### config.mk
export PLATFORM = sky130hd
export DESIGN_NAME = tapeModeTimer
export DESIGN_NICKNAME = d
export VERILOG_FILES = /design/src/rtl/tmtPkg.sv /design/src/rtl/tmtEdgeSync.sv /design/src/rtl/tmtCtrl.sv /design/src/rtl/tmtDatapath.sv /design/src/rtl/tapeModeTimer.sv
export SDC_FILE = /design/constraint.sdc
export NUM_CORES = 1
export LEC_CHECK = 0
export BUFFER_PORTS_ARGS = -buffer_cell sky130_fd_sc_hd__buf_2
export CORE_ASPECT_RATIO = 0.9
export CORE_MARGIN = 1
export CORE_UTILIZATION = 50
export DETAILED_ROUTE_END_ITERATION = 16
export PLACE_DENSITY = 0.65
export REMOVE_ABC_BUFFERS = 1
export SKIP_LAST_GASP = 1
export SLEW_MARGIN = 20
export SYNTH_ARGS = -nofsm -noshare
export SYNTH_HDL_FRONTEND = slang
export SYNTH_SLANG_ARGS = --single-unit
### constraint.sdc
create_clock -name clk -period 3 [get_ports clk]
set_clock_uncertainty 0.15 [all_clocks]
set_input_delay 0 -clock clk [delete_from_list [all_inputs] [get_ports clk]]
set_output_delay 0 -clock clk [all_outputs]
set_load 0.005 [all_outputs]
### src/rtl/tmtPkg.sv
package tmtPkg;
  typedef struct packed {
    logic cfgTick;   // CFG edge reached the counters
    logic winTick;   // DVCTL edge in mode-identification arrangement
    logic reelTick;  // interrupt edge in reel arrangement
    logic restart;   // arrangement changed this clock
    logic reelOn;    // current arrangement
  } tmtStrobe_t;
endpackage

### src/rtl/tmtEdgeSync.sv
module tmtEdgeSync #(
  parameter int STAGES = 2
) (
  input  logic clk,
  input  logic rstN,
  input  logic din,
  output logic evt
);
  logic [STAGES:0] pipe;

  always_ff @(posedge clk or negedge rstN) begin
    if (!rstN) pipe <= '0;
    else       pipe <= {pipe[STAGES-1:0], din};
  end

  assign evt = pipe[STAGES-1] & ~pipe[STAGES];

  AST_EDGE_SINGLE: assert property (@(posedge clk) disable iff (!rstN)
    evt |=> !evt);
endmodule

### src/rtl/tmtCtrl.sv
module tmtCtrl
  import tmtPkg::*;
#(
  parameter int SYNC_STAGES = 2
) (
  input  logic       clk,
  input  logic       rstN,
  input  logic       cfgIn,
  input  logic       dvctlIn,
  input  logic       irqIn,
  input  logic       reelMode,
  output tmtStrobe_t stb
);
  localparam int NUM_IN = 3;
  logic [NUM_IN-1:0] rawIn;
  logic [NUM_IN-1:0] evt;
  logic              modeQ;
  logic              restart;

  assign rawIn = {irqIn, dvctlIn, cfgIn};

  for (genvar i = 0; i < NUM_IN; i++) begin : g_sync
    tmtEdgeSync #(.STAGES(SYNC_STAGES)) u_sync (
      .clk (clk),
      .rstN(rstN),
      .din (rawIn[i]),
      .evt (evt[i])
    );
  end

  always_ff @(posedge clk or negedge rstN) begin
    if (!rstN) modeQ <= 1'b0;
    else       modeQ <= reelMode;
  end

  assign restart = reelMode ^ modeQ;

  always_comb begin
    stb.restart  = restart;
    stb.reelOn   = reelMode;
    stb.cfgTick  = evt[0] & ~restart;
    stb.winTick  = evt[1] & ~reelMode & ~restart;
    stb.reelTick = evt[2] & reelMode & ~restart;
  end
endmodule

### src/rtl/tmtDatapath.sv
module tmtDatapath
  import tmtPkg::*;
#(
  parameter int CNT_W   = 8,
  parameter int RLD_RST = 1
) (
  input  logic               clk,
  input  logic               rstN,
  input  tmtStrobe_t         stb,
  input  logic               wrEn,
  input  logic               wrSel,
  input  logic [CNT_W-1:0]   wrData,
  input  logic               rdStrobe,
  output logic [2*CNT_W-1:0] capValue,
  output logic               capDone,
  output logic               capOverrun
);
  localparam int CAP_W = 2 * CNT_W;
  localparam logic [CNT_W-1:0] ONE    = CNT_W'(1);
  localparam logic [CNT_W-1:0] RLD_IV = CNT_W'(RLD_RST);

  logic [CNT_W-1:0] rld1, rld3, cnt1, cnt2, cnt3;
  logic             wr1, wr3, uf1, uf3, capEvt;
  logic [CAP_W-1:0] capSrc;

  assign wr1    = wrEn & ~wrSel;
  assign wr3    = wrEn & wrSel;
  assign uf1    = stb.cfgTick & ~stb.reelOn & ~wr1 & (cnt1 <= ONE);
  assign uf3    = stb.winTick & ~wr3 & (cnt3 <= ONE);
  assign capEvt = uf3 | stb.reelTick;
  assign capSrc = stb.reelOn ? {cnt2, cnt1} : {{CNT_W{1'b0}}, cnt2};

  // reload registers
  always_ff @(posedge clk or negedge rstN) begin
    if (!rstN) begin
      rld1 <= RLD_IV;
      rld3 <= RLD_IV;
    end else begin
      if (wr1) rld1 <= wrData;
      if (wr3) rld3 <= wrData;
    end
  end

  // CFG divider, or low half of the reel counter
  always_ff @(posedge clk or negedge rstN) begin
    if (!rstN)                cnt1 <= RLD_IV;
    else if (stb.restart)     cnt1 <= stb.reelOn ? '0 : rld1;
    else if (stb.reelOn) begin
      if (stb.reelTick)       cnt1 <= stb.cfgTick ? ONE : '0;
      else if (stb.cfgTick)   cnt1 <= cnt1 + ONE;
    end
    else if (wr1)             cnt1 <= wrData;
    else if (stb.cfgTick)     cnt1 <= uf1 ? rld1 : cnt1 - ONE;
  end

  // underflow count, or high half of the reel counter
  always_ff @(posedge clk or negedge rstN) begin
    if (!rstN)                cnt2 <= '0;
    else if (stb.restart)     cnt2 <= '0;
    else if (stb.reelOn) begin
      if (stb.reelTick)                      cnt2 <= '0;
      else if (stb.cfgTick && (cnt1 == '1))  cnt2 <= cnt2 + ONE;
    end
    else if (uf3)             cnt2 <= uf1 ? ONE : '0;
    else if (uf1)             cnt2 <= cnt2 + ONE;
  end

  // window divider
  always_ff @(posedge clk or negedge rstN) begin
    if (!rstN)                cnt3 <= RLD_IV;
    else if (stb.restart)     cnt3 <= rld3;
    else if (wr3)             cnt3 <= wrData;
    else if (stb.winTick)     cnt3 <= uf3 ? rld3 : cnt3 - ONE;
  end

  // capture register and flags
  always_ff @(posedge clk or negedge rstN) begin
    if (!rstN) begin
      capValue   <= '0;
      capDone    <= 1'b0;
      capOverrun <= 1'b0;
    end else begin
      if (capEvt) capValue <= capSrc;
      if (rdStrobe) begin
        capDone    <= capEvt;
        capOverrun <= 1'b0;
      end else if (capEvt) begin
        capDone    <= 1'b1;
        capOverrun <= capOverrun | capDone;
      end
    end
  end

  AST_UF_RELOAD: assert property (@(posedge clk) disable iff (!rstN)
    uf1 |=> (cnt1 == $past(rld1)));
  AST_WINDOW_CLEAR: assert property (@(posedge clk) disable iff (!rstN)
    uf3 |=> (cnt2 <= ONE));
  AST_ID_HIGH_ZERO: assert property (@(posedge clk) disable iff (!rstN)
    (capEvt && !stb.reelOn) |=> (capValue[CAP_W-1:CNT_W] == '0));
  AST_DONE_ON_CAP: assert property (@(posedge clk) disable iff (!rstN)
    capEvt |=> capDone);
  AST_READ_CLEARS: assert property (@(posedge clk) disable iff (!rstN)
    (rdStrobe && !capEvt) |=> (!capDone && !capOverrun));
  AST_OVR_WITH_DONE: assert property (@(posedge clk) disable iff (!rstN)
    capOverrun |-> capDone);
  AST_CAP_HOLD: assert property (@(posedge clk) disable iff (!rstN)
    !capEvt |=> $stable(capValue));
endmodule

### src/rtl/tapeModeTimer.sv
module tapeModeTimer
  import tmtPkg::*;
#(
  parameter int CNT_W       = 8,
  parameter int RLD_RST     = 1,
  parameter int SYNC_STAGES = 2
) (
  input  logic               clk,
  input  logic               rstN,
  input  logic               cfgIn,
  input  logic               dvctlIn,
  input  logic               irqIn,
  input  logic               reelMode,
  input  logic               wrEn,
  input  logic               wrSel,
  input  logic [CNT_W-1:0]   wrData,
  input  logic               rdStrobe,
  output logic [2*CNT_W-1:0] capValue,
  output logic               capDone,
  output logic               capOverrun
);
  tmtStrobe_t stb;

  tmtCtrl #(.SYNC_STAGES(SYNC_STAGES)) u_ctrl (
    .clk     (clk),
    .rstN    (rstN),
    .cfgIn   (cfgIn),
    .dvctlIn (dvctlIn),
    .irqIn   (irqIn),
    .reelMode(reelMode),
    .stb     (stb)
  );

  tmtDatapath #(.CNT_W(CNT_W), .RLD_RST(RLD_RST)) u_dp (
    .clk       (clk),
    .rstN      (rstN),
    .stb       (stb),
    .wrEn      (wrEn),
    .wrSel     (wrSel),
    .wrData    (wrData),
    .rdStrobe  (rdStrobe),
    .capValue  (capValue),
    .capDone   (capDone),
    .capOverrun(capOverrun)
  );
endmodule

==> results.cfg <==
[run_status]
outcome = finished, final reports clean

[setup_path]
cp-end-kind = register
cp_top_family = simple AND/OR/NAND/NOR gates
cp_max_fo = 11
cp.buffers_inverters = 2
rrSetupSlack_ns = 0.20
cp_common_cell = or2_1
reg2reg_depth = 9
path_cells = inv_1 > ha_1 > or2_1 > or4_4 > or2_1 > buf_4 > a31o_2 > o21ai_0 > o31ai_1
worstSetupStartpointType = register
r2r_end = u_dp.cnt2[6]
required_ns = 3.07
critPathMaxStageDelay_ns = 0.56
cp.arrival_ns = 2.88
r2r_start = u_ctrl.modeQ
critical_path_class = register to register
slowest_stage = or4_4

[logic_synthesis]
async_flop_share_pct = 100
syn_inst = 416
synthTopCellsByArea = dfrtp_1 (44%), nand2_1 (10%), o21ai_0 (4.4%)
ys_seq_area_share_pct = 47.2
netlist.area_leader.share_pct = 44.3
synth.avg_cell_area_um2 = 8.69
syn-cell-area_mm2 = 0.00362
ys_warn_count = 0
synth_cell_types = 54
synth_edf_count = 0
synth_area_leader_cell = dfrtp_1
synth_ff_type = dfrtp_1
synth-seq-cells = 68

[route]
drc = 0
viasPerCell = 5.62
postRouteAntennaNets = 0
routed_wl_um = 8780
num_vias = 3174
dr.pass1.iters = 4
wl_per_cell_um = 15.5
drtIter0Drc = 212

[floorplanning]
io_pins = 35
core_mm2 = 0.00704
initial_utilization_pct = 51.4
die_h_um = 82.7
dieArea_mm2 = 0.00758
rows = 29
die_x_um = 91.6

[clock_tree]
numCtsBuffers = 9
clk_path_buf_depth = 2
path_clk_slew_ns = 0.08
htreeDepth = 3
cts.sinks = 68
post-cts-setup-buffers = 0
cts-root-buf = clkbuf_8
clkLatencyLatePin_ns = 0.35
cts_tree = done

[finish]
final_nets = 492
area_growth_pct = 19.5
final_cells = 565
drive_gt1_share_pct = 15.3
stdcell_area_mm2 = 0.00432
num_antenna_cells = 0
post-route-util_pct = 61.4

[grt]
grt_max_degree = 38
gr-usage-all-layers_pct = 25.8
grt_antenna_before_repair = 0
grt_pass1_vias = 2957
grt_pass1_wl_um = 14800
grt_overflow = 0

[flow_run]
maxCapViolations = 0

[timing]
finalHoldViolCount = 0
rsz0062_at_grt = no
max_slew_margin_pct = 50.2
max_freq_mhz = 357
period_minus_slack_ns = 2.80
tightest_slew_ns = 0.747
finalSetupViolCount = 0
slew_violations = 0
fin_crit_sh_pct = 93.4
hold_ws_ns = 0.0473

[pwr]
ir_worst_vdd_mv = 0.435
leakage_nw = 2.05
finalPower_mw = 2.69
power.density_mw_per_mm2 = 623

[place]
place_inst = 532
place_area_mm2 = 0.00393
gp_congestion = 0.865
port_buffers = 34
dpl.hpwl_um = 6290

[min_path]
hp-class = input pin to register
min_from = wrEn
hold_end = u_dp.rld1[0]
hold_depth = 5
## cells in the mapped netlist (2+ instances only)
cell        n
o211ai_1    3
xor2_1      7
nand2_1    97
o21a_1      2
clkbuf_1   23
a31oi_1     5
a21oi_1    13
and2_1      2
dfrtp_1    64
nor2b_1     6
nand3_1    17
a22oi_1     3
inv_1      13
nand2b_1    5
or2_1       2
a221oi_1    6
and3_1      4
a211oi_1    2
a21o_1      3
xnor2_1     9
nor3b_1     2
nor3_1      9
a2bb2oi_1   2
o221ai_1    2
dfstp_2     4
ha_1        8
a41oi_1     2
o31ai_1     8
nor4_1      2
o21ai_0    32
o2111ai_1   2
nor2_1     27
mux2i_1     8
nand4_1     2
## layout by cell type, fill, tap and decap left out, types with 4 or more instances in the layout
| master | count |
|---|---|
| o31ai_1 | 8 |
| nor2b_1 | 6 |
| dlygate4sd3_1 | 17 |
| buf_4 | 13 |
| ha_1 | 8 |
| xnor2_1 | 9 |
| nand2b_1 | 5 |
| nand3_1 | 17 |
| a21oi_1 | 13 |
| nand2_1 | 97 |
| nor3_1 | 9 |
| a31oi_1 | 5 |
| and3_1 | 4 |
| mux2i_1 | 8 |
| a221oi_1 | 6 |
| nor2_1 | 27 |
| buf_2 | 34 |
| dfrtp_1 | 64 |
| dfstp_2 | 4 |
| o21ai_0 | 31 |
| inv_1 | 13 |
| xor2_1 | 7 |
| clkbuf_8 | 9 |
## state kept, by name, summed over array words and instances, names as in the netlist
| register | cells |
|---|---|
| u_ctrl.g_sync.u_sync.pipe | 9 |
| u_dp.rld1 | 8 |
| u_dp.cnt3 | 8 |
| u_dp.capDone | 1 |
| u_dp.rld3 | 8 |
| u_dp.cnt1 | 8 |
| u_dp.capValue | 16 |
| u_ctrl.modeQ | 1 |
| u_dp.capOverrun | 1 |
| u_dp.cnt2 | 8 |
## layer usage
metal  share of wire, %  wire (um)  global-route usage [%]
met1                 48       4200                    36.4
met3                6.0        525                    6.59
met2                 45       3950                    38.7
met5                  0          0                       0
met4                1.2        104                    9.05
## cells by family (layout without fill, tap and decap cells)
kind of cell	count (synthesis)	after routing	synth area share [%]
AND/OR/NAND/NOR	183	183	22.7
XOR/XNOR	16	16	3.88
adder cells (fa/ha/maj)	8	8	2.77
multiplexers	8	8	2.21
AO/OA/AOI/OAI	95	95	17.3
flip-flops	68	68	47.2
buffers and inverters	38	94	3.98
## timing repair
item / in CTS / in global routing
gates resized for setup: 0 / 1
setup endpoints to repair: 0 / 1
endpoints found under the hold margin: 65 / 0
hold buffers: 17 / 0
## worst register-to-register path, stage by stage (launching register included)
cell and delay [ns]:
dfrtp_1 0.36, inv_1 0.05, ha_1 0.27, or2_1 0.25, or4_4 0.56, or2_1 0.24, buf_4 0.18, a31o_2 0.33
o21ai_0 0.20, o31ai_1 0.09
## worst max path at each step
stage	from	to	slack, ns	depth (start not counted)
CTS	u_ctrl.modeQ	u_dp.cnt2[5]	0.19	9
finish	u_ctrl.modeQ	u_dp.cnt2[6]	0.20	9
floorplan	u_ctrl.modeQ	u_dp.cnt2[3]	-0.08	8
detailed placement	u_ctrl.modeQ	u_dp.cnt2[5]	0.21	9
global placement	u_ctrl.modeQ	u_dp.cnt2[3]	0.29	8
global route	u_ctrl.modeQ	u_dp.cnt2[0]	0.009	9
## final cells by class
class	instances	area, um2
multi-input cells	310	1770
inverters	13	48.8
clock buffers	9	124
well taps	93	116
clock inverters	7	101
fillers	627	2720
flip-flops and latches	68	1710
repair buffers	65	458
## through the flow
stage,worst slack [ns],setup TNS [ns]
after floorplan,-0.0777,-0.0777
after global placement,0.288,0
after detailed placement,0.209,0
after CTS,0.193,0
after global routing,0.00927,0
final,0.198,0
## power by group
part	total, mW	internal (mW)	switching (mW)
registers	1.19	1.06	0.135
clock network	0.840	0.471	0.368
logic	0.661	0.299	0.362
No activity file was read; power rests on OpenSTA's default activity.
